[src/rtl/swstat_pkg.sv]
package swstat_pkg;

  // Counter width able to hold 0 .. w+1 (w+1 marks an over-long word).
  function automatic int unsigned cnt_width(input int unsigned w);
    return $clog2(w + 2);
  endfunction

  // Serial-pin positions inside the synchroniser vector.
  localparam int unsigned PIN_CS   = 0;
  localparam int unsigned PIN_SCLK = 1;
  localparam int unsigned PIN_SI   = 2;
  localparam int unsigned PIN_N    = 3;

endpackage

[src/rtl/swstat_sync.sv]
module swstat_sync #(
  parameter int unsigned N      = 3,
  parameter int unsigned STAGES = 2,
  parameter logic [N-1:0] RST_VAL = '0
) (
  input  logic         clk,
  input  logic         rst_n,
  input  logic [N-1:0] din,
  output logic [N-1:0] level,
  output logic [N-1:0] rise,
  output logic [N-1:0] fall
);

  logic [N-1:0] pipe [STAGES];
  logic [N-1:0] prev;

  always_ff @(posedge clk or negedge rst_n) begin
    if (!rst_n) begin
      for (int s = 0; s < STAGES; s++) pipe[s] <= RST_VAL;
      prev <= RST_VAL;
    end else begin
      pipe[0] <= din;
      for (int s = 1; s < STAGES; s++) pipe[s] <= pipe[s-1];
      prev <= pipe[STAGES-1];
    end
  end

  assign level = pipe[STAGES-1];
  assign rise  = pipe[STAGES-1] & ~prev;
  assign fall  = ~pipe[STAGES-1] & prev;

endmodule

[src/rtl/swstat_shift.sv]
module swstat_shift
  import swstat_pkg::*;
#(
  parameter int unsigned WORD_W = 24,
  localparam int unsigned CW = cnt_width(WORD_W)
) (
  input  logic              clk,
  input  logic              rst_n,
  input  logic              load,
  input  logic [WORD_W-1:0] load_word,
  input  logic              shift_out,
  input  logic              shift_in,
  input  logic              si_bit,
  output logic              so_bit,
  output logic [WORD_W-1:0] rx_word,
  output logic [CW-1:0]     bit_cnt,
  output logic              word_full
);

  localparam logic [CW-1:0] CNT_FULL = CW'(WORD_W);
  localparam logic [CW-1:0] CNT_OVER = CW'(WORD_W + 1);

  logic [WORD_W-1:0] tx_q;

  always_ff @(posedge clk or negedge rst_n) begin
    if (!rst_n) begin
      tx_q    <= '0;
      rx_word <= '0;
      bit_cnt <= '0;
      so_bit  <= 1'b0;
    end else if (load) begin
      tx_q    <= load_word;
      bit_cnt <= '0;
      so_bit  <= 1'b0;
    end else begin
      if (shift_out) begin
        so_bit <= tx_q[WORD_W-1];
        tx_q   <= {tx_q[WORD_W-2:0], 1'b0};
      end
      if (shift_in) begin
        rx_word <= {rx_word[WORD_W-2:0], si_bit};
        if (bit_cnt != CNT_OVER) bit_cnt <= bit_cnt + 1'b1;
      end
    end
  end

  assign word_full = (bit_cnt == CNT_FULL);

endmodule

[src/rtl/swstat_irq.sv]
module swstat_irq (
  input  logic clk,
  input  logic rst_n,
  input  logic sw_diff,
  input  logic cs_fall,
  input  logic cs_rise,
  input  logic active,
  output logic int_n
);

  logic irq_q;
  logic moved_q;

  always_ff @(posedge clk or negedge rst_n) begin
    if (!rst_n) begin
      irq_q   <= 1'b0;
      moved_q <= 1'b0;
    end else if (cs_rise) begin
      irq_q   <= moved_q | sw_diff;
      moved_q <= 1'b0;
    end else if (cs_fall) begin
      irq_q   <= irq_q | sw_diff;
      moved_q <= 1'b0;
    end else if (active) begin
      moved_q <= moved_q | sw_diff;
    end else begin
      irq_q <= irq_q | sw_diff;
    end
  end

  assign int_n = ~irq_q;

endmodule

[src/rtl/swstat_spi_slave.sv]
module swstat_spi_slave
  import swstat_pkg::*;
#(
  parameter int unsigned WORD_W      = 24,
  parameter int unsigned SW_N        = 22,
  parameter int unsigned SYNC_STAGES = 2,
  localparam int unsigned CW = cnt_width(WORD_W)
) (
  input  logic              clk,
  input  logic              rst_n,
  input  logic              cs_n,
  input  logic              sclk,
  input  logic              si,
  output logic              so,
  output logic              so_oe,
  input  logic [SW_N-1:0]   sw_in,
  output logic [WORD_W-1:0] cfg,
  output logic              int_n
);

  function automatic logic [WORD_W-1:0] pack_status(input logic [SW_N-1:0] s);
    return WORD_W'(s);
  endfunction

  logic [PIN_N-1:0] pin_lvl, pin_rise, pin_fall;
  logic             sync_unused;

  swstat_sync #(
    .N(PIN_N), .STAGES(SYNC_STAGES), .RST_VAL(PIN_N'(1) << PIN_CS)
  ) u_sync (
    .clk(clk), .rst_n(rst_n), .din({si, sclk, cs_n}),
    .level(pin_lvl), .rise(pin_rise), .fall(pin_fall)
  );

  assign sync_unused = &{pin_rise[PIN_SI], pin_fall[PIN_SI], pin_lvl[PIN_SCLK]};

  // Named internal events
  logic active, cs_fall_evt, cs_rise_evt, sclk_rise_evt, sclk_fall_evt;
  assign active        = ~pin_lvl[PIN_CS];
  assign cs_fall_evt   = pin_fall[PIN_CS];
  assign cs_rise_evt   = pin_rise[PIN_CS];
  assign sclk_rise_evt = pin_rise[PIN_SCLK] & active;
  assign sclk_fall_evt = pin_fall[PIN_SCLK] & active;

  logic [WORD_W-1:0] snap;
  logic [WORD_W-1:0] rx_word;
  logic [CW-1:0]     bit_cnt;
  logic              word_full;
  logic              sw_diff;

  swstat_shift #(.WORD_W(WORD_W)) u_shift (
    .clk(clk), .rst_n(rst_n),
    .load(cs_fall_evt), .load_word(pack_status(sw_in)),
    .shift_out(sclk_rise_evt), .shift_in(sclk_fall_evt),
    .si_bit(pin_lvl[PIN_SI]), .so_bit(so),
    .rx_word(rx_word), .bit_cnt(bit_cnt), .word_full(word_full)
  );

  always_ff @(posedge clk or negedge rst_n) begin
    if (!rst_n) begin
      snap  <= '0;
      cfg   <= '0;
      so_oe <= 1'b0;
    end else begin
      if (cs_fall_evt) begin
        snap  <= pack_status(sw_in);
        so_oe <= 1'b1;
      end
      if (cs_rise_evt) begin
        so_oe <= 1'b0;
        if (word_full) cfg <= rx_word;
      end
    end
  end

  assign sw_diff = (sw_in != snap[SW_N-1:0]);

  swstat_irq u_irq (
    .clk(clk), .rst_n(rst_n), .sw_diff(sw_diff),
    .cs_fall(cs_fall_evt), .cs_rise(cs_rise_evt), .active(active),
    .int_n(int_n)
  );

endmodule

[config.mk]
export PLATFORM = sky130hd
export DESIGN_NAME = swstat_spi_slave
export DESIGN_NICKNAME = d
export VERILOG_FILES = /design/src/rtl/swstat_pkg.sv /design/src/rtl/swstat_sync.sv /design/src/rtl/swstat_shift.sv /design/src/rtl/swstat_irq.sv /design/src/rtl/swstat_spi_slave.sv
export SDC_FILE = /design/constraint.sdc
export NUM_CORES = 1
export LEC_CHECK = 0
export BUFFER_PORTS_ARGS = -buffer_cell sky130_fd_sc_hd__buf_4
export CORE_ASPECT_RATIO = 0.6
export CORE_UTILIZATION = 50
export CTS_CLUSTER_DIAMETER = 60
export CTS_CLUSTER_SIZE = 24
export DETAILED_ROUTE_END_ITERATION = 8
export PLACE_DENSITY_LB_ADDON = 0.25
export RECOVER_POWER = 50
export SLEW_MARGIN = 20
export SYNTH_ARGS = -nofsm -noshare
export SYNTH_HDL_FRONTEND = slang
export SYNTH_HIERARCHICAL = 1
export SYNTH_SLANG_ARGS = --single-unit
[constraint.sdc]
create_clock -name clk -period 2 [get_ports clk]
set_input_delay 0.3 -clock clk [delete_from_list [all_inputs] [get_ports clk]]
set_output_delay 0.3 -clock clk [all_outputs]
set_load 0.01 [all_outputs]
* Word level (Yosys, flattened, before mapping)
Index checks and enable logic that the tools add are counted.
** Word-level totals
- Bits of input ports :: 27
- Register bits :: 111
- Logic and storage cells :: 51
- Output and inout bits :: 27
** Cells by class
- Equal/unequal tests :: 4
- Bitwise logic cells :: 11
- Muxes and demuxes :: 15
- Reduce and logical (&&, ||, !) cells :: 8
- $add $sub $neg :: 1
** Operators with widths (number)
- 2-to-1 mux 24 bit :: 2
- != test 22 bit :: 1
- 2-to-1 mux 5 bit :: 3
- 2-to-1 mux 1 bit :: 10
- nonzero test 2 bit :: 4
- AND reduction 2 bit :: 3
- adder 5 x 1 -> 5 bit, second input constant :: 1
- == test 5 bit, second input constant :: 1
- != test 5 bit, second input constant :: 1
- bitwise AND 2 bit :: 2
- inverter 2 bit :: 2
- != test 3 bit, second input constant :: 1
- inverter 1 bit :: 3
- nonzero test 3 bit :: 1
- bitwise AND 1 bit :: 2
- OR 1 bit :: 2

* Logic depth before layout (Yosys ltp)
Gate-level depths: netlist of the first run.
- Depth in word-level cells :: 5
- Mapped depth :: 6
- Mapped depth without buffers :: 6

* By module
The synthesis of the first run kept the hierarchy.
** By module, submodules not included
- swstat_shift :: seq. area each 1351.3 um^2, cells each 189, area an instance 2441.1 um^2, instances 1
- swstat_spi_slave :: seq. area each 1176.1 um^2, cells each 133, area an instance 2077.0 um^2, instances 1
- swstat_sync :: seq. area each 229.0 um^2, cells each 18, area an instance 304.0 um^2, instances 1
- swstat_irq :: seq. area each 50.0 um^2, cells each 9, area an instance 86.3 um^2, instances 1

* Worst setup path before layout of the first run
OpenSTA, ideal clock, no wires.
- Kind :: register to register
- From :: register u_sync.pipe, in the netlist u_sync/level[1]
- To :: register u_shift.rx_word[0]
- Period minus slack after synthesis :: 1670 ps
- Buffers on the path :: 2
- Cell stages (with the launch flop) :: 7
- Setup slack :: 330 ps
- Data required time :: 1875 ps
- Library setup time :: 125 ps
- Arrival time :: 1545 ps
- Cells stage by stage :: dfrtp_1 > and2b_2 > nor2b_1 > nor2b_4 > buf_6 > buf_12 > mux2_4
** On the way
- Word-level cells in the longest chain between the ends :: 4
** Ends and longest elaborated chain
- start, declared :: line swstat_sync.sv:14 : logic [N-1:0] pipe [STAGES];
- inverter 2 bit :: line swstat_sync.sv:30 : assign fall = ~pipe[STAGES-1] & prev;
- bitwise AND 2 bit :: line swstat_sync.sv:30
- via pin_fall[1] :: line swstat_spi_slave.sv:25 : logic [PIN_N-1:0] pin_lvl, pin_rise, pin_fall;
- bitwise AND 1 bit :: line swstat_spi_slave.sv:43 : assign sclk_fall_evt = pin_fall[PIN_SCLK] & active;
- via sclk_fall_evt :: line swstat_spi_slave.sv:38 : logic active, cs_fall_evt, cs_rise_evt, sclk_rise_evt, sclk_fall_evt;
- AND reduction 2 bit (no line)
- end signal, assigned :: line swstat_shift.sv:41 : rx_word <= {rx_word[WORD_W-2:0], si_bit};
- end, declared :: line swstat_shift.sv:15 : output logic [WORD_W-1:0] rx_word,
The timed path passes the listed nets, and every way through them passes these cells.
A chain may end at the register's enable or synchronous reset.

* Worst setup path after layout of the first run
- From :: register snap[1]
- To :: register u_irq.irq_q
** On the way
- Word-level cells in the longest chain between the ends :: 5
- Elaborated cells between the ends (all ways) :: 6
- Classes of those cells :: eq/ne: 1; mux: 3; bitwise: 2
** Ends and longest elaborated chain
- start, declared :: line swstat_spi_slave.sv:45 : logic [WORD_W-1:0] snap;
- start signal, assigned :: line swstat_spi_slave.sv:66 : snap <= pack_status(sw_in);
- != test 22 bit * :: line swstat_spi_slave.sv:76 : assign sw_diff = (sw_in != snap[SW_N-1:0]);
- via sw_diff :: line swstat_spi_slave.sv:49 : logic sw_diff;
- OR 1 bit :: line swstat_irq.sv:22, swstat_irq.sv:27
- 2-to-1 mux 1 bit :: line swstat_irq.sv:24 : end else if (active) begin
- 2-to-1 mux 1 bit :: line swstat_irq.sv:21 : end else if (cs_fall) begin
- 2-to-1 mux 1 bit * :: line swstat_irq.sv:18 : end else if (cs_rise) begin
- end signal, assigned :: line swstat_irq.sv:19 : irq_q <= moved_q | sw_diff;
- end signal, assigned :: line swstat_irq.sv:22 : irq_q <= irq_q | sw_diff;
- end signal, assigned :: line swstat_irq.sv:27 : irq_q <= irq_q | sw_diff;
- end, declared :: line swstat_irq.sv:11 : logic irq_q;
Mark *: on every way through the listed nets, which the timed path passes. The rest lies on a longest branch. The select of a mux whose other input is x is not followed.

==> results of run 1 <==
what timing repair did:
| action | in CTS | in global routing |
|---|---|---|
| hold buffers | 1 | 0 |
| endpoints found under the hold margin | 11 | 0 |
| gates resized for setup | 0 | 0 |
power by group:
part,internal [W],switching (W)
sequential,0.00247,0.000157
combinational,0.000313,0.000254
clock,0.00104,0.000778
worst max-delay path: stages, from the launching register on:
cell      delay [ps]
dfrtp_1          390
xnor2_1          260
nand4_1          120
nor4_1           290
buf_4            150
nand4_1          140
a211oi_1         230
a21oi_1           60
sequential cells by signal (all words and copies together), names as in the netlist:
register	cells
u_irq/irq_q	1
u_shift/tx_q	24
u_shift/bit_cnt	5
u_irq/moved_q	1
u_shift/so_bit	1
u_shift/rx_word	24
u_sync/prev	2
u_sync/pipe	3
so_oe	1
cfg	24
snap	22
u_sync/level	3
area by class of cell:
class	instances	share of cell area [%]
inverter	4	0.266
tap	130	2.88
timing repair buffer	66	8.20
sequential	111	49.3
clock inverter	5	0.998
multi-input combinational	213	33.9
clock buffer	11	4.48
routing by layer:
metal | track usage (%) | up-vias
li1 | - | 1293
met1 | 28.8 | 1335
met5 | 0 | -
met4 | 6.35 | 0
met3 | 4.64 | 11
met2 | 26.4 | 48
metrics by stage:
step	total power (W)	instances	setup WS, ps	hold WS, ps	util, %
final	0.00501	540	236	67.5	60.8
after global routing	0.00525	540	68.0	50.9	60.8
after global placement	0.00322	523	183	161	58.4
after floorplan	0.00300	346	347	4.41	-
after CTS	0.00506	540	217	53.3	61.8
after detailed placement	0.00324	523	202	159	58.4
worst max-delay path by stage:
stage / startpoint / endpoint / slack, ps / cells past startpoint
after floorplan: u_sync/level[1]$_DFF_PN0_ / u_shift/rx_word[0]$_DFFE_PN0P_ / 350 / 6
after global placement: sw_in[1] / u_irq/irq_q$_DFFE_PN0P_ / 180 / 8
after detailed placement: sw_in[13] / u_irq/irq_q$_DFFE_PN0P_ / 200 / 8
after CTS: snap[13]$_DFFE_PN0P_ / u_irq/irq_q$_DFFE_PN0P_ / 220 / 7
after global routing: snap[16]$_DFFE_PN0P_ / u_irq/irq_q$_DFFE_PN0P_ / 70 / 8
final: snap[1]$_DFFE_PN0P_ / u_irq/irq_q$_DFFE_PN0P_ / 240 / 7
==> metrics.txt, run 1 <==
RR Startpoint=snap[1]$_DFFE_PN0P_; routed len/inst=15.5 um; layout cell share with drive strength beyond 1=30.2%; GPL Wtd Cong=0.746; Placed Area=5420 um^2; final WL=8380 um; Hold Path End=u_sync/pipe[3]$_DFF_PN1_; wire length on met3=340 um; initial antenna violation count=0; CP Class=reg -> reg; Initial Util=52.3%; Storage cell area=2780 um^2; setup tns final=0 ps; hold path startpoint=cs_n; Max Slew Vio Count=0; Worst-path clk slew=70 ps; final routed DRC violation total=0; IO Port Bufs=53; # fillers=764; GRT Util Overall=19.0%; Chip Height=78.4 um; critical path launch point type=register; Syn Inst Count=345; deepest clock path buffer count=2; Final Hold Viols=0; total CTS buffers=9; Worst Skew=6.93 ps; Mapped Area=4860 um^2; row count=27; RSZ-0062 raised after global routing=no; Clock Sinks=111; outcome=finished clean; most frequent cells in the layout=dfrtp_1 (108), mux2_4 (40), buf_4 (31); Worst Hold Depth=1; FF-to-FF path depth=7; Core ar.=9290 um^2; Routed Antenna Nets=0; first-pass detailed-route iteration total=4; # setup viols final=0; Die Wd=129 um; multi-input logic area=1910 um^2; f_max=0.567 GHz; Total Nets Final=435; die area=10100 um^2; leakage=2.59 nW; post-CTS setup buffers=0; Slew @ Worst Pin=769 ps; Area Overhead vs Synth=16.2%; met2 WL post-DR=3570 um; Tcrit/Tclk final=88.2%; Setup crit end kind=register; vias per cell=4.98; Final min period=1760 ps; first-pass GRT wire length=14500 um; clock latency on the worst-skew pair=340 ps; pwr dens=887 nW/um^2; reg-to-reg endpoint=u_irq/irq_q$_DFFE_PN0P_; n_diodes=0; grt total ovfl=0; Max-slew headroom=48.8%; clk root buf=clkbuf_16; 1st-iter DRT viols=192; Required @ worst endpoint=2220 ps; met1 wire length=4360 um; post-DP HPWL=5620 um; maxcap violations=0; commonest non-fill, non-tap cell in the layout=dfrtp_1; Min-Delay Path Class=in -> reg; Ports=54; Data arrival, critical path=1990 ps; DR top layer=met4; Syn Area/Cell=14.1 um^2; largest net degree at the start of global routing=100; Via Count=2687; Peak VDD IR=0.492 mV; Synth Warn #=6; worst-path fanout max=3; H-tree depth=3; Finished Cell Area=5640 um^2; R2R Setup Slk=240 ps; vias in the first global route=2800; TritonCTS clock tree=yes
(Power assumes the default switching activity.)
==> inputs of run 2 (changes only) <==
clock period = 1.8 ns   (was 2 ns; I/O delays follow)
==> metrics.txt, run 2 (synthesized netlist as in run 1, its figures left out) <==
Max Slew Vio Count=0 (unchanged); total design power=0.00553 W (+10%); f_max=0.574 GHz (+1.3%); Final min period=1740 ps (-22.1 ps); fin worst setup slack=58.3 ps (-178 ps); outcome=finished clean; Via Count=2705 (+0.67%); Initial Util=52.3% (unchanged); IO Port Bufs=53 (unchanged); Top Usage Layer GRT=met1; Data arrival, critical path=1960 ps (-30 ps); CP Class=reg -> reg; Routed Antenna Nets=0 (unchanged); critical path cell sequence=and2b_2 > nor2b_4 > buf_4 > mux2_4; Chip Height=78.4 um (unchanged); post-DP HPWL=5790 um (+3.0%); total CTS buffers=9 (unchanged); vias in the first global route=2731 (-2.5%); pwr dens=955 nW/um^2 (+7.6%); delay-heaviest family, CP=flip-flops; Slew @ Worst Pin=1020 ps (+249 ps); biggest registers after layout=cfg: 24 flops, u_shift/rx_word: 24 flops, u_shift/tx_q: 24 flops; Area Overhead vs Synth=19.1%; Required @ worst endpoint=2020 ps (-200 ps); first-pass GRT wire length=14100 um (-3.3%); H-tree depth=3 (unchanged); largest net degree at the start of global routing=54 (-46%); row count=27 (unchanged); most frequent cells in the layout=dfrtp_1 (108), buf_4 (55), mux2_4 (40); worst-path fanout max=9 (+6); clk root buf=clkbuf_16; Setup WS pre-CTS=4.95 ps (-197 ps); commonest non-fill, non-tap cell in the layout=dfrtp_1; met3 Use GR=4.16% (-0.48 points); Worst Skew=6.98 ps (+0.0514 ps); Clock Sinks=111 (unchanged); worst path bufs/invs=1 (unchanged); GRT Util Overall=18.6% (-0.38 points); GPL Wtd Cong=0.760 (+1.9%); Tcrit/Tclk final=96.8% (+8.6 points); leakage=2.71 nW (+4.6%); post-layout util=62.3% (+1.5 points); Total Nets Final=439 (+0.92%); global-route track usage on met2=26.1% (-0.32 points); n_diodes=0 (unchanged); placed instance count=527 (+0.76%); initial antenna violation count=0 (unchanged); Peak VDD IR=0.601 mV (+22%); maxcap violations=0 (unchanged); critical path's largest stage delay=590 ps (+200 ps); 1st-iter DRT viols=131 (-32%); RSZ-0062 raised after global routing=no; final routed DRC violation total=0 (unchanged); final WL=8480 um (+1.2%); TritonCTS clock tree=yes; deepest clock path buffer count=2 (unchanged); critical path launch point type=register; grt total ovfl=0 (unchanged); Min-Delay Path Class=in -> reg; die area=10100 um^2 (unchanged); Die Wd=129 um (unchanged); layout cell share with drive strength beyond 1=37.0% (+6.7 points); met1 Resource Use GR=28.3% (-0.53 points); post-CTS setup buffers=0 (unchanged); Setup crit end kind=register; Core ar.=9290 um^2 (unchanged); Final Hold Viols=0 (unchanged); Slowest-stage cell, CP=dfstp_2; Max-slew headroom=32.2% (-17 points); first-pass detailed-route iteration total=4 (unchanged); Worst-path clk slew=70 ps (about the same); vias per cell=4.97 (about the same); Layout Cells excl Fill=544 (+0.74%); routed len/inst=15.6 um (+0.43%); # setup viols final=0 (unchanged); Ports=54 (unchanged); clock latency on the worst-skew pair=340 ps (about the same); setup tns final=0 ps (unchanged)
==> run 2: cell type report <==
type | instances | area (um^2)
Clock buffer | 11 | 233
Clock inverter | 5 | 58.8
Fill cell | 718 | 3510
Inverter | 4 | 15.0
Multi-Input combinational cell | 213 | 1940
Sequential cell | 111 | 2780
Tap cell | 130 | 163
Timing Repair Buffer | 70 | 592
==> run 2: power by group <==
group / internal [W] / switching (W) / leakage, nW / total [W]
Clock: 0.00108 / 0.000862 / 0.136 / 0.00194
Sequential: 0.00274 / 0.000174 / 1.42 / 0.00292
Combinational: 0.000371 / 0.000293 / 1.15 / 0.000665
==> run 2: repair_timing <==
action / CTS / global route
hold endpoints to repair: 15 / 0
pin swaps: 1 / 2
hold buffers: 1 / 0
endpoints found under the setup margin: 1 / 2
resized for setup: 1 / 3
==> run 2: worst paths after layout <==
kind                            cells after the start                       from  slack [ps]                              to
worst min register to register                      0   u_sync/pipe[4]$_DFF_PN0_         360       u_sync/level[1]$_DFF_PN0_
min in group asynchronous                           2                      rst_n         620             snap[9]$_DFFE_PN0P_
worst min-delay path                                1                       cs_n          40        u_sync/pipe[3]$_DFF_PN1_
max in group asynchronous                           3                      rst_n         240       u_sync/level[0]$_DFF_PN1_
worst max register to register                      4  u_sync/level[0]$_DFF_PN1_          60  u_shift/rx_word[9]$_DFFE_PN0P_
worst max-delay path                                4  u_sync/level[0]$_DFF_PN1_          60  u_shift/rx_word[9]$_DFFE_PN0P_
==> run 2: stage by stage <==
stage / hold slack (ps) / area (um^2)
2_1_floorplan: -25.6 / 4860
3_3_place_gp: 161 / 5480
3_5_place_dp: 161 / 5480
4_1_cts: 24.4 / 5790
5_1_grt: 23.9 / 5780
6_report: 43.8 / 5780
==> run 2: metal layers <==
layer,wire (um),part of all wire (%),vias to the layer above
met2,3700,44,38
met1,4470,53,1350
met3,237,2.8,4
met5,0,0,-
li1,-,-,1313
met4,69,0.81,0
==> inputs of run 3 (changes only) <==
--- a/config.mk
+++ b/config.mk
@@ -7,2 +7,3 @@
 export LEC_CHECK = 0
+export ABC_AREA = 1
 export BUFFER_PORTS_ARGS = -buffer_cell sky130_fd_sc_hd__buf_4
==> constraint.sdc (replaced) <==
create_clock -name clk -period 1.8 [get_ports clk]
set_input_delay 0.36 -clock clk [delete_from_list [all_inputs] [get_ports clk]]
set_output_delay 0.36 -clock clk [all_outputs]
set_load 0.01 [all_outputs]
==> metrics.txt, run 3 <==
outcome=finished clean; # setup viols final=0 (unchanged); Max-slew headroom=56.9% (+25 points); critical path launch point type=register; largest net degree at the start of global routing=54 (unchanged); Via Count=3617 (+34%); Worst-path clk slew=70 ps (about the same); Max Slew Vio Count=0 (unchanged); Required @ worst endpoint=2030 ps (about the same); f_max=0.583 GHz (+1.5%); Syn Inst Count=563 (+63%); Initial Util=52.8% (+0.55 points); clock latency on the worst-skew pair=350 ps (about the same); Peak VDD IR=0.550 mV (-8.4%); Area Overhead vs Synth=17.3%; initial antenna violation count=0 (unchanged); deepest clock path buffer count=2 (unchanged); met1 Resource Use GR=30.7% (+2.4 points); Routed Antenna Nets=0 (unchanged); Slew @ Worst Pin=646 ps (-371 ps); row count=27 (unchanged); post-DP HPWL=6640 um (+15%); met3 Use GR=4.65% (+0.49 points); setup tns final=0 ps (unchanged); Min-Delay Path Class=in -> reg; routed len/inst=12.4 um (-20%); H-tree depth=3 (unchanged); TritonCTS clock tree=yes; commonest non-fill, non-tap cell in the layout=nand2_1; RSZ-0062 raised after global routing=no; Layout Cells excl Fill=756 (+39%); Worst Skew=9.23 ps (+2.25 ps); Setup WS pre-CTS=129 ps (+124 ps); Tcrit/Tclk final=95.3% (-1.4 points); first-pass detailed-route iteration total=5 (+1); Data arrival, critical path=1950 ps (about the same); Final min period=1720 ps (-25.6 ps); global-route track usage on met2=30.5% (+4.4 points); Total Nets Final=651 (+48%); Mapped Area=4980 um^2 (+2.5%); CP Class=reg -> reg; layout cell share with drive strength beyond 1=18.2% (-19 points); n_diodes=0 (unchanged); maxcap violations=0 (unchanged); Ports=54 (unchanged); clk root buf=clkbuf_16; GPL Wtd Cong=0.770 (+1.4%); Core ar.=9430 um^2 (+1.5%); biggest registers after layout=cfg: 24 flops, u_shift/rx_word: 24 flops, u_shift/tx_q: 24 flops; final routed DRC violation total=0 (unchanged); Setup crit end kind=register; Clock Sinks=111 (unchanged); pwr dens=933 nW/um^2 (-2.3%); leakage=3.19 nW (+18%); Synth Warn #=6 (unchanged); most frequent cells in the layout=nand2_1 (238), dfrtp_1 (108), inv_1 (60); # fillers=799 (+11%); final WL=9400 um (+11%); Final Hold Viols=0 (unchanged); Die Wd=131 um (+1.2%); 1st-iter DRT viols=242 (+85%); CTS resizes=0 (-1); GRT Util Overall=20.8% (+2.2 points); cts hold-fix bufs=1 (unchanged); die area=10400 um^2 (+2.5%); fin worst setup slack=83.9 ps (+25.6 ps); IO Port Bufs=53 (unchanged); Top Usage Layer GRT=met1; worst-path fanout max=18 (+9); first-pass GRT wire length=16500 um (+17%); Syn Area/Cell=8.85 um^2 (-37%); total CTS buffers=9 (unchanged); R2R Setup Slk=80 ps (+30 ps); post-CTS setup buffers=0 (unchanged); vias in the first global route=3508 (+28%); vias per cell=4.78 (-3.8%); grt total ovfl=0 (unchanged); Chip Height=79.3 um (+1.2%); placed instance count=739 (+40%)
[run 3: stage by stage]
step	hold slack [ps]	utilization [%]	instance area, um^2	total power [W]
final	125	62.0	5840	0.00545
after global routing	119	62.0	5840	0.00574
after CTS	107	62.5	5890	0.00554
after detailed placement	306	59.1	5570	0.00346
after global placement	309	59.1	5570	0.00342
after floorplan	64.4	-	4980	0.00321
[run 3: routing by layer]
metal  vias to the layer above  share of wire (%)
met5                         -                  0
met4                         0                1.2
met3                        15                4.2
met2                        85                 43
met1                      1682                 52
li1                       1835                  -
[run 3: worst paths after layout]
kind	startpoint	end	cells past startpoint
max	u_shift/bit_cnt[0]$_DFFE_PN0P_	cfg[5]$_DFFE_PN0P_	7
min	cs_n	u_sync/pipe[3]$_DFF_PN1_	1
min in group asynchronous	rst_n	snap[7]$_DFFE_PN0P_	2
min reg2reg	u_sync/pipe[4]$_DFF_PN0_	u_sync/level[1]$_DFF_PN0_	0
max in group asynchronous	rst_n	u_sync/pipe[3]$_DFF_PN1_	3
max reg2reg	u_shift/bit_cnt[0]$_DFFE_PN0P_	cfg[5]$_DFFE_PN0P_	7
[run 3: critical path, stage by stage, from the launching register on]
cell and delay, ps:
dfrtp_1 450, inv_1 120, ha_1 150, nand3_1 70, nor2_1 150, nand2_2 140, buf_12 200, mux2_4 310
[run 3: where the power goes]
part	total, W	switching (W)	internal, W
combinational	0.000571	0.000347	0.000224
clock	0.00206	0.000944	0.00111
sequential	0.00282	0.000125	0.00270
total	0.00545	0.00142	0.00404
[run 3: cell type report]
cell class,instances,area [um^2],area share [%]
Tap cell,130,163,2.78
Timing Repair Buffer,66,522,8.93
Multi-Input combinational cell,368,1810,31.1
Clock buffer,9,225,3.86
Sequential cell,111,2780,47.6
Inverter,65,249,4.26
Clock inverter,7,86.3,1.48
